--- src/rtl/wprot_pkg.sv ---
package wprot_pkg;
  localparam logic [23:0] WP_KEY   = 24'h535243;
  localparam int          MODE_OFS = 'hE4;
  localparam int          STAT_OFS = 'hE8;

  // class of the addressed register
  typedef enum logic [1:0] {
    GRP_NONE = 2'd0,
    GRP_CTRL = 2'd1,
    GRP_INTR = 2'd2,
    GRP_CONF = 2'd3
  } grp_e;

  typedef struct packed {
    logic ctrl;
    logic intr;
    logic gen;
  } wp_en_t;
endpackage

--- src/rtl/wprot_classify.sv ---
module wprot_classify
  import wprot_pkg::*;
#(
  parameter int ADDR_W   = 8,
  parameter int NUM_REGS = 32,
  parameter int CTRL_IDX = 0,
  parameter int IEN_IDX  = 4,
  parameter int IDIS_IDX = 5
) (
  input  logic [ADDR_W-1:0] addr,
  output logic              is_mode,
  output logic              is_stat,
  output logic              is_per,
  output logic [ADDR_W-3:0] word_idx,
  output grp_e              grp
);
  localparam int WIDX_W = ADDR_W - 2;

  always_comb begin
    word_idx = addr[ADDR_W-1:2];
    is_mode  = (addr == ADDR_W'(MODE_OFS));
    is_stat  = (addr == ADDR_W'(STAT_OFS));
    is_per   = ({1'b0, word_idx} < (WIDX_W + 1)'(NUM_REGS));
    if (!is_per)
      grp = GRP_NONE;
    else if (word_idx == WIDX_W'(CTRL_IDX))
      grp = GRP_CTRL;
    else if (word_idx == WIDX_W'(IEN_IDX) || word_idx == WIDX_W'(IDIS_IDX))
      grp = GRP_INTR;
    else
      grp = GRP_CONF;
  end
endmodule

--- src/rtl/wprot_mode_reg.sv ---
module wprot_mode_reg
  import wprot_pkg::*;
(
  input  logic        clk,
  input  logic        rst,
  input  logic        wr,
  input  logic        sel,
  input  logic [23:0] key,
  input  logic [2:0]  val,
  output wp_en_t      en
);
  always_ff @(posedge clk) begin
    if (rst)
      en <= '0;
    else if (wr && sel && key == WP_KEY)
      en <= wp_en_t'(val);
  end
endmodule

--- src/rtl/wprot_status.sv ---
module wprot_status (
  input  logic        clk,
  input  logic        rst,
  input  logic        viol,
  input  logic [15:0] viol_addr,
  input  logic        rd_clr,
  output logic        flag,
  output logic [15:0] addr_q
);
  always_ff @(posedge clk) begin
    if (rst) begin
      flag   <= 1'b0;
      addr_q <= '0;
    end else if (viol) begin
      flag   <= 1'b1;
      addr_q <= viol_addr;
    end else if (rd_clr) begin
      flag   <= 1'b0;
    end
  end
endmodule

--- src/rtl/regwr_guard.sv ---
module regwr_guard
  import wprot_pkg::*;
#(
  parameter int ADDR_W   = 8,
  parameter int NUM_REGS = 32,
  parameter int CTRL_IDX = 0,
  parameter int IEN_IDX  = 4,
  parameter int IDIS_IDX = 5
) (
  input  logic                clk,
  input  logic                rst,
  input  logic                bus_wr,
  input  logic                bus_rd,
  input  logic [ADDR_W-1:0]   bus_addr,
  input  logic [31:0]         bus_wdata,
  output logic [31:0]         bus_rdata,
  input  logic [31:0]         per_rdata,
  output logic [NUM_REGS-1:0] per_we,
  output logic [31:0]         per_wdata
);
  localparam int WIDX_W = ADDR_W - 2;

  logic              is_mode, is_stat, is_per;
  logic [WIDX_W-1:0] word_idx;
  grp_e              grp;
  wp_en_t            mode_en;
  logic              stat_flag;
  logic [15:0]       stat_addr;
  logic              blocked, wr_viol, wr_pass;

  wprot_classify #(
    .ADDR_W(ADDR_W), .NUM_REGS(NUM_REGS),
    .CTRL_IDX(CTRL_IDX), .IEN_IDX(IEN_IDX), .IDIS_IDX(IDIS_IDX)
  ) u_cls (
    .addr(bus_addr), .is_mode(is_mode), .is_stat(is_stat),
    .is_per(is_per), .word_idx(word_idx), .grp(grp)
  );

  wprot_mode_reg u_mode (
    .clk(clk), .rst(rst), .wr(bus_wr), .sel(is_mode),
    .key(bus_wdata[31:8]), .val(bus_wdata[2:0]), .en(mode_en)
  );

  always_comb begin
    blocked = (mode_en.gen  && is_per) ||
              (mode_en.intr && grp == GRP_INTR) ||
              (mode_en.ctrl && grp == GRP_CTRL);
    wr_viol = bus_wr && blocked;
    wr_pass = bus_wr && is_per && !blocked;
  end

  wprot_status u_stat (
    .clk(clk), .rst(rst), .viol(wr_viol), .viol_addr(16'(bus_addr)),
    .rd_clr(bus_rd && is_stat), .flag(stat_flag), .addr_q(stat_addr)
  );

  // one registered enable per peripheral register
  for (genvar g = 0; g < NUM_REGS; g++) begin : g_we
    always_ff @(posedge clk) begin
      if (rst) per_we[g] <= 1'b0;
      else     per_we[g] <= wr_pass && (word_idx == WIDX_W'(g));
    end
  end

  always_ff @(posedge clk) begin
    if (rst)          per_wdata <= '0;
    else if (wr_pass) per_wdata <= bus_wdata;
  end

  always_ff @(posedge clk) begin
    if (rst) begin
      bus_rdata <= '0;
    end else if (bus_rd) begin
      if (is_mode)      bus_rdata <= {29'd0, mode_en};
      else if (is_stat) bus_rdata <= {8'd0, stat_addr, 7'd0, stat_flag};
      else if (is_per)  bus_rdata <= per_rdata;
      else              bus_rdata <= '0;
    end
  end
endmodule

--- config.mk ---
export PLATFORM = sky130hd
export DESIGN_NAME = regwr_guard
export DESIGN_NICKNAME = d
export VERILOG_FILES = /design/src/rtl/wprot_pkg.sv /design/src/rtl/wprot_classify.sv /design/src/rtl/wprot_mode_reg.sv /design/src/rtl/wprot_status.sv /design/src/rtl/regwr_guard.sv
export SDC_FILE = /design/constraint.sdc
export NUM_CORES = 1
export LEC_CHECK = 0
export BUFFER_PORTS_ARGS = -buffer_cell sky130_fd_sc_hd__buf_2
export CORE_ASPECT_RATIO = 0.8
export CORE_MARGIN = 3
export CORE_UTILIZATION = 51
export CTS_CLUSTER_SIZE = 10
export DETAILED_ROUTE_END_ITERATION = 7
export PLACE_DENSITY = 0.85
export SLEW_MARGIN = 10
export SYNTH_ARGS = -nofsm -noshare
export SYNTH_HDL_FRONTEND = slang
export SYNTH_SLANG_ARGS = --single-unit
--- constraint.sdc ---
create_clock -name clk -period 4.3 [get_ports clk]
set_input_delay 0.43 -clock clk [delete_from_list [all_inputs] [get_ports clk]]
set_output_delay 0.43 -clock clk [all_outputs]
set_load 0.1 [all_outputs]
==> reports/qor.txt, run 1 <==
drt total wl -> 10,500 um
post-cts resize count -> 0
R2R Setup Slk -> 1930 ps
I/O Buffers -> 171
H-Tree Depth -> 3
fmax -> 0.422 GHz
fin nets -> 650
post-synthesis cell area -> 4030 sq um
CP startpoint -> u_mode.en[1]
pre-CTS WS -> 1600 ps
max_slew headroom -> 34.7%
CTS Hold Bufs -> 0
antenna violations before repair -> 0
worst min path class -> input port to flip-flop
Syn. warnings -> 0
Power Internal -> 1.45 mW
DRT iter0 DRCs -> 232
critical path type -> flip-flop to flip-flop
TNS Setup -> 0 ps
Chip Width -> 105 um
Distinct cells, synth -> 43
drt wl/cell -> 15.4 um
worst hold slack -> 288 ps
crit path DAT -> 2650 ps
Syn Nets -> 496
Detailed Routing Iterations Pass 1 -> 5
drt drc -> 0
core box area -> 7530 sq um
Worst-path clk slew -> 100 ps
Worst setup SP type -> flip-flop
hold path endpoint -> bus_rdata[26]
GRT overflow -> 0
Seq pwr share -> 48.9%
number of synthesized flops with an enable pin -> 0
Mapped Avg Cell Area -> 9.60 sq um
number of fill cells in the layout -> 629
layout cell share with drive strength beyond 1 -> 34.5%
Synth Instances -> 420
worst path required time -> 4580 ps
Worst-Margin Slew -> 979 ps
post-synthesis sequential area ratio -> 53.6%
Clock Latency Late Sink -> 370 ps
placed inst area -> 4860 sq um
first-pass GRT wire length -> 16,900 um
synthesized flop and latch total -> 108
FP Rows -> 28
Vias -> 3,741
Max Slew Vio Count -> 0
area occupied by multi-input gates -> 1690 sq um
Main synth FF type -> dfxtp_1
power density over the cells -> 420 nW/um^2
CP max FO -> 33
I/O pin count -> 172
R2R Path End -> per_wdata[23]
post-route minimum period -> 2370 ps
fin area -> 5090 sq um
Sw Pwr -> 0.687 mW
Die Y -> 85.5 um
Area growth syn-to-layout -> 26.3%
Clock power frac -> 32.3%
Seq. cell area -> 2160 sq um
Max Cap Viol -> 0
R2R depth -> 4
clk_skew -> 5.17 ps
Post-CTS Setup Bufs -> 0
CP Capture Type -> flip-flop
pin count of the biggest net entering global routing -> 47
Initial Utilization -> 53.5%
Gate power share -> 18.8%
Vias per Instance -> 5.47
Post-synth ARST share -> 0%
Hold Violations, Final -> 0
setup ws final -> 1930 ps
Placer Congestion -> 0.804
Sw Share -> 32.1%
DPL Wire Length -> 7720 um
RSZ-0062 raised after global routing -> false
worst r2r src -> u_mode.en[1]
number of diodes -> 0
Clk Tree Root Cell -> clkbuf_8
HP Start -> per_rdata[26]
total CTS buffers -> 9
GRT Overall Usage -> 22.9%
Final Setup Violations -> 0
final period utilization -> 55.1%
Antenna Violating Nets Remaining -> 0
clk buf depth -> 2
CTS tree -> done
P_leak -> 2.36 nW
DIE AREA -> 9020 sq um
final core utilization -> 67.6%
hold path depth -> 3
outcome -> complete, no violations
CTS Sinks -> 108
worst vdd ir -> 256 uV
vias in the first global route -> 3,459
## flip-flops by register name, indices dropped and copies added, names as in the netlist
register,cells
per_we,32
bus_rdata,32
u_stat.flag,1
u_stat.addr_q,8
per_wdata,32
u_mode.en,3
## per-stage QoR
step | instances | total power, mW
floorplan | 420 | 1.38
global placement | 668 | 1.46
detailed placement | 668 | 1.47
CTS | 684 | 2.16
global route | 684 | 2.22
finish | 684 | 2.14
## cells in the mapped netlist, types with 2 or more instances
library cell | count | share of area (%)
nand3_1 | 6 | 0.74
a221oi_1 | 10 | 2.2
a22o_1 | 4 | 0.87
o31ai_1 | 3 | 0.56
nor4_1 | 3 | 0.47
nor4bb_1 | 3 | 0.74
nand4_1 | 5 | 0.78
and3_1 | 4 | 0.62
nor3_1 | 26 | 3.2
buf_12 | 3 | 1.5
a21oi_1 | 9 | 1.1
clkbuf_1 | 18 | 1.7
buf_2 | 3 | 0.37
nand2_1 | 70 | 6.5
a22oi_1 | 21 | 3.9
a21bo_2 | 3 | 0.74
mux2i_1 | 32 | 7.9
inv_1 | 4 | 0.37
nand2b_1 | 4 | 0.62
nor2b_1 | 8 | 1.2
dfxtp_1 | 108 | 54
nor2_1 | 46 | 4.3
nor4b_1 | 3 | 0.65
nor3b_1 | 2 | 0.37
buf_1 | 4 | 0.37
## metal layers
layer / wire, um / global-route usage (%) / vias up / part of all wire [%]
li1: - / - / 1779 / -
met1: 4350 / 29.1 / 1784 / 41
met2: 5170 / 38.4 / 162 / 49
met3: 822 / 5.94 / 16 / 7.8
met4: 165 / 7.63 / 0 / 1.6
met5: 0 / 0 / - / 0
## worst max path at each step
stage                    end  slack [ps]  depth (start not counted)
2_1_floorplan   per_wdata[0]        2590                          6
3_3_place_gp    bus_rdata[4]        1760                          5
3_5_place_dp   bus_rdata[17]        1600                          5
4_1_cts        per_wdata[23]        1910                          4
5_1_grt        per_wdata[23]        1750                          4
6_report       per_wdata[23]        1930                          4
## cells by family after synthesis
| group | count (synthesis) | share of synthesized area (%) |
|---|---|---|
| mux | 32 | 7.94 |
| buf+inv | 33 | 4.56 |
| compound gates | 55 | 10.7 |
| simple gates | 192 | 23.2 |
| flops | 108 | 53.6 |
## placed cells by master, fill, tap and decap left out, types with 4 or more instances in the layout
cell,instances
a21oi_1,9
a221oi_1,10
a22o_1,4
a22oi_1,21
buf_2,171
clkbuf_8,9
dfxtp_1,108
mux2i_1,32
nand2_1,70
nand2b_1,4
nand3_1,6
nand4_1,5
nor2_1,45
nor2b_1,8
nor3_1,26
## layout make-up
class,instances,area share (%)
Clock buffer,9,2.43
Inverter,4,0.295
Sequential cell,108,42.4
Clock inverter,7,2.11
Timing Repair Buffer,172,16.9
Tap cell,105,2.58
Multi-Input combinational cell,279,33.2
## power groups by stage
| stage | combinational (mW) | clock [mW] | sequential, mW |
|---|---|---|---|
| finish | 0.401 | 0.692 | 1.05 |
| global route | 0.421 | 0.753 | 1.05 |
| CTS | 0.401 | 0.710 | 1.05 |
| detailed placement | 0.400 | 0 | 1.07 |
| global placement | 0.394 | 0 | 1.07 |
| floorplan | 0.100 | 0 | 1.28 |
## critical path, cell delays in order (launching register included)
cell and delay (ps):
dfxtp_1 360, nor4b_2 190, a221oi_2 520, and3_2 910, mux2i_1 300
No activity file was read; power rests on OpenSTA's default activity.
==> run 2, diff against run 1 <==
--- a/config.mk
+++ b/config.mk
@@ -8,10 +8,10 @@
 export BUFFER_PORTS_ARGS = -buffer_cell sky130_fd_sc_hd__buf_2
 export CORE_ASPECT_RATIO = 0.8
 export CORE_MARGIN = 3
-export CORE_UTILIZATION = 51
+export CORE_UTILIZATION = 43
 export CTS_CLUSTER_SIZE = 10
 export DETAILED_ROUTE_END_ITERATION = 7
-export PLACE_DENSITY = 0.85
+export PLACE_DENSITY = 0.76
 export SLEW_MARGIN = 10
 export SYNTH_ARGS = -nofsm -noshare
 export SYNTH_HDL_FRONTEND = slang
==> constraint.sdc (replaced) <==
create_clock -name clk -period 2.1 [get_ports clk]
set_input_delay 0.21 -clock clk [delete_from_list [all_inputs] [get_ports clk]]
set_output_delay 0.21 -clock clk [all_outputs]
set_load 0.1 [all_outputs]
==> reports/qor.txt, run 2 (same netlist as run 1, synthesis figures left out) <==
I/O Buffers -> 171
fin nets -> 657
most common cell after layout, fill and taps aside -> buf_2
Post-CTS Setup Bufs -> 0
total CTS buffers -> 9
clk buf depth -> 2
R2R depth -> 4
Detailed Routing Iterations Pass 1 -> 4
worst r2r src -> u_mode.en[1]
Gate power share -> 17.7%
critical path's top delay family -> compound AO/OA/AOI/OAI gates
Max Slew Vio Count -> 0
worst vdd ir -> 470 uV
DRT iter0 DRCs -> 227
max_slew headroom -> 58.3%
post-route minimum period -> 1660 ps
CP Capture Type -> flip-flop
biggest regs -> bus_rdata: 32 flops, per_wdata: 32 flops, per_we: 32 flops
Hold Violations, Final -> 0
antenna violations before repair -> 0
Clk Tree Root Cell -> clkbuf_16
CTS tree -> done
Final Setup Violations -> 0
worst path required time -> 2330 ps
DPL Wire Length -> 7690 um
DIE AREA -> 10,600 sq um
drt drc -> 0
Die Y -> 92.6 um
drt wl/cell -> 14.9 um
final period utilization -> 79.1%
number of fill cells in the layout -> 797
Clock power frac -> 36.8%
CP max FO -> 6
RSZ-0062 raised after global routing -> false
CTS Hold Bufs -> 0
R2R Path End -> u_stat.addr_q[2]
CP startpoint -> u_mode.en[1]
H-Tree Depth -> 3
Stages on worst setup path -> 4
power density over the cells -> 895 nW/um^2
drt total wl -> 10,400 um
Worst setup SP type -> flip-flop
CP peak stage delay -> 400 ps
CP max-delay cell -> dfxtp_1
CTS Sinks -> 108
core box area -> 8780 sq um
hold path depth -> 3
Seq pwr share -> 45.6%
worst min path class -> input port to flip-flop
vias in the first global route -> 3,498
Sw Pwr -> 1.44 mW
GRT Overall Usage -> 19.5%
worst setup path end -> u_stat.addr_q[2]
Vias per Instance -> 5.18
Area growth syn-to-layout -> 30.0%
Power Internal -> 3.25 mW
P_leak -> 2.43 nW
Worst-Margin Slew -> 623 ps
placed cells -> 682
FP Rows -> 30
Sw Share -> 30.7%
Pwr Total -> 4.69 mW
post-cts resize count -> 0
pin count of the biggest net entering global routing -> 65
Initial Utilization -> 45.9%
Worst-path clk slew -> 80 ps
GRT overflow -> 0
critical path type -> flip-flop to flip-flop
Vias -> 3,618
layout cell share with drive strength beyond 1 -> 35.3%
Placer Congestion -> 0.800
worst hold slack -> 99.3 ps
outcome -> complete, no violations
Chip Width -> 114 um
TNS Setup -> 0 ps
Cell Chain, Critical Path -> nor4b_2 -> a221o_1 -> a21oi_1 -> a22o_1
clk_skew -> 11.4 ps
Max Cap Viol -> 0
commonest cells after routing, fill and taps aside -> buf_2 (171), dfxtp_1 (108), nand2_1 (70), nor2_1 (46), mux2i_1 (32)
Antenna Violating Nets Remaining -> 0
Clock Latency Late Sink -> 340 ps
worst path bufs/invs -> 0
fmax -> 0.602 GHz
I/O pin count -> 172
first-pass GRT wire length -> 17,000 um
crit path DAT -> 1900 ps
R2R Setup Slk -> 440 ps
number of diodes -> 0
fin cells -> 698
[run 2: worst register-to-register path, cell delays in order (launching register included)]
cell	delay [ps]
dfxtp_1	400
nor4b_2	370
a221o_1	350
a21oi_1	180
a22o_1	260
[run 2: final cells by class]
type,count,area [sq um],area share (%)
tap,112,140,2.67
multi-input combinational,279,1690,32.2
clock inverter,6,68.8,1.31
clock buffer,10,239,4.56
sequential,108,2160,41.3
inverter,4,15.0,0.286
timing repair buffer,179,928,17.7
[run 2: per-layer routing]
metal	share of wire (%)	track usage (%)	routed length, um	vias to the layer above
met5	0	0	0	-
met4	1.0	4.75	108	0
met3	6.9	4.96	715	11
met2	49	33.7	5050	110
met1	43	24.5	4510	1695
li1	-	-	-	1802
[run 2: worst min-delay path by stage]
stage	startpoint	end	slack (ps)
floorplan	bus_addr[4]	u_stat.addr_q[4]	340
finish	per_rdata[4]	bus_rdata[4]	100
CTS	per_rdata[24]	bus_rdata[24]	90
global route	per_rdata[3]	bus_rdata[3]	100
global placement	per_rdata[26]	bus_rdata[26]	440
detailed placement	per_wdata[4]	per_wdata[4]	450
[run 2: power by group through the flow]
stage	Sequential [mW]	Clock, mW	Combinational [mW]
floorplan	2.63	0	0.205
global placement	2.18	0	0.819
detailed placement	2.19	0	0.831
CTS	2.14	1.76	0.832
global route	2.15	1.86	0.872
finish	2.14	1.73	0.828
[run 2: stage by stage]
| step | utilization [%] | cell area [sq um] | setup slack [ps] |
|---|---|---|---|
| floorplan | - | 4030 | 488 |
| global placement | 56.2 | 4930 | 428 |
| detailed placement | 56.2 | 4930 | 275 |
| CTS | 59.7 | 5240 | 421 |
| global route | 59.7 | 5240 | 280 |
| finish | 59.7 | 5240 | 439 |
==> run 3, diff against run 2 <==
==> constraint.sdc (replaced) <==
create_clock -name clk -period 1.5 [get_ports clk]
set_input_delay 0.15 -clock clk [delete_from_list [all_inputs] [get_ports clk]]
set_output_delay 0.15 -clock clk [all_outputs]
set_load 0.1 [all_outputs]
==> reports/qor.txt, run 3 (same netlist as run 1, synthesis figures left out) <==
vias in the first global route -> 3,637
final period utilization -> 100%
Area growth syn-to-layout -> 37.0%
most common cell after layout, fill and taps aside -> buf_2
Initial Utilization -> 45.9%
worst min path class -> input port to flip-flop
antenna violations before repair -> 0
Max Cap Viol -> 0
total CTS buffers -> 9
CP max-delay cell -> dfxtp_2
placed inst area -> 5130 sq um
number of fill cells in the layout -> 737
clk buf depth -> 2
outcome -> complete, but fails checks
CP Capture Type -> flip-flop
Max Slew Vio Count -> 0
fmax -> 0.666 GHz
Cell Chain, Critical Path -> nor4b_4 -> a221oi_4 -> and3_4 -> buf_12 -> mux2i_1
core box area -> 8780 sq um
critical path type -> flip-flop to flip-flop
Worst-Margin Slew -> 807 ps
Worst-path clk slew -> 70 ps
H-Tree Depth -> 3
Worst setup SP type -> flip-flop
GRT Overall Usage -> 19.7%
power density over the cells -> 1230 nW/um^2
Antenna Violating Nets Remaining -> 0
Detailed Routing Iterations Pass 1 -> 4
worst path required time -> 1760 ps
P_leak -> 2.56 nW
RSZ-0062 raised after global routing -> true
drt wl/cell -> 14.8 um
pin count of the biggest net entering global routing -> 66
DRT iter0 DRCs -> 185
violated checks -> negative setup slack
drt total wl -> 10,600 um
clk_skew -> 7.32 ps
worst hold slack -> 44.2 ps
CTS tree -> done
crit path DAT -> 1760 ps
CP peak stage delay -> 340 ps
fin area -> 5530 sq um
Chip Width -> 114 um
CP max FO -> 17
Vias per Instance -> 5.11
I/O Buffers -> 171
setup ws final -> -2.16 ps
CTS Sinks -> 108
first-pass GRT wire length -> 17,200 um
Placer Congestion -> 0.847
DIE AREA -> 10,600 sq um
commonest cells after routing, fill and taps aside -> buf_2 (171), dfxtp_1 (107), nand2_1 (70), nor2_1 (45), mux2i_1 (32)
DPL Wire Length -> 7990 um
FP Rows -> 30
layout cell share with drive strength beyond 1 -> 39.2%
Clk Tree Root Cell -> clkbuf_16
Die Y -> 92.6 um
post-route minimum period -> 1500 ps
I/O pin count -> 172
worst vdd ir -> 759 uV
max_slew headroom -> 46.1%
Final Setup Violations -> 1
number of diodes -> 0
drt drc -> 0
Vias -> 3,666
Hold Violations, Final -> 0
GRT overflow -> 0
Clock Latency Late Sink -> 330 ps
biggest regs -> bus_rdata: 32 flops, per_wdata: 32 flops, per_we: 32 flops
fin nets -> 676
## run 3: final timing paths
path                    to          start  slack [ps]  cells past startpoint
min reg2reg   per_wdata[0]   per_wdata[0]         460                      2
min          bus_rdata[24]  per_rdata[24]          40                      3
max          per_wdata[21]   u_mode.en[1]          -2                      5
max reg2reg  per_wdata[21]   u_mode.en[1]          -2                      5
## run 3: area by class of cell
cell class / instances / area (sq um) / area share, %
flip-flops and latches: 108 / 2160 / 39.2
inverters: 4 / 15.0 / 0.272
multi-input cells: 279 / 1780 / 32.2
clock buffers: 10 / 239 / 4.33
well taps: 112 / 140 / 2.54
clock inverters: 6 / 92.6 / 1.68
repair buffers: 198 / 1100 / 19.8
## run 3: metal layers
layer  GRT usage (%)  vias to the layer above  wire length (um)
met5               0                        -                 0
met4            5.74                        0               152
met3            4.90                       12               632
met2            34.0                      106              5290
met1            24.3                     1716              4520
li1                -                     1832                 -
## run 3: report_power, final
part | switching, mW | total, mW | internal (mW)
registers | 0.0410 | 2.99 | 2.95
logic | 0.936 | 1.21 | 0.279
clock network | 1.05 | 2.57 | 1.52
## run 3: through the flow
stage	util (%)	cells	power (mW)	setup slack (ps)	setup TNS (ps)
floorplan	-	420	3.97	-5.32	-160
finish	62.9	717	6.77	-2.16	-2.16
detailed placement	58.4	701	4.26	-259	-7610
global placement	58.4	701	4.25	-106	-2970
CTS	62.5	717	6.83	-4.38	-8.14
global route	62.9	717	7.02	-73.2	-1880
## run 3: repair_timing
item | CTS | global route
setup buffers | 0 | 0
hold buffers | 0 | 0
resized for setup | 5 | 7
pin swaps | 1 | 4
hold endpoints to repair | 0 | 0
setup endpoints to repair | 46 | 50
## run 3: worst max-delay path: cells and delay by family, from the launching register on
family | cells | cell delay [ps]
AND/OR/NAND/NOR | 2 | 410
buffers and inverters | 1 | 180
AO/OA/AOI/OAI | 1 | 290
multiplexers | 1 | 210
flip-flops | 1 | 340
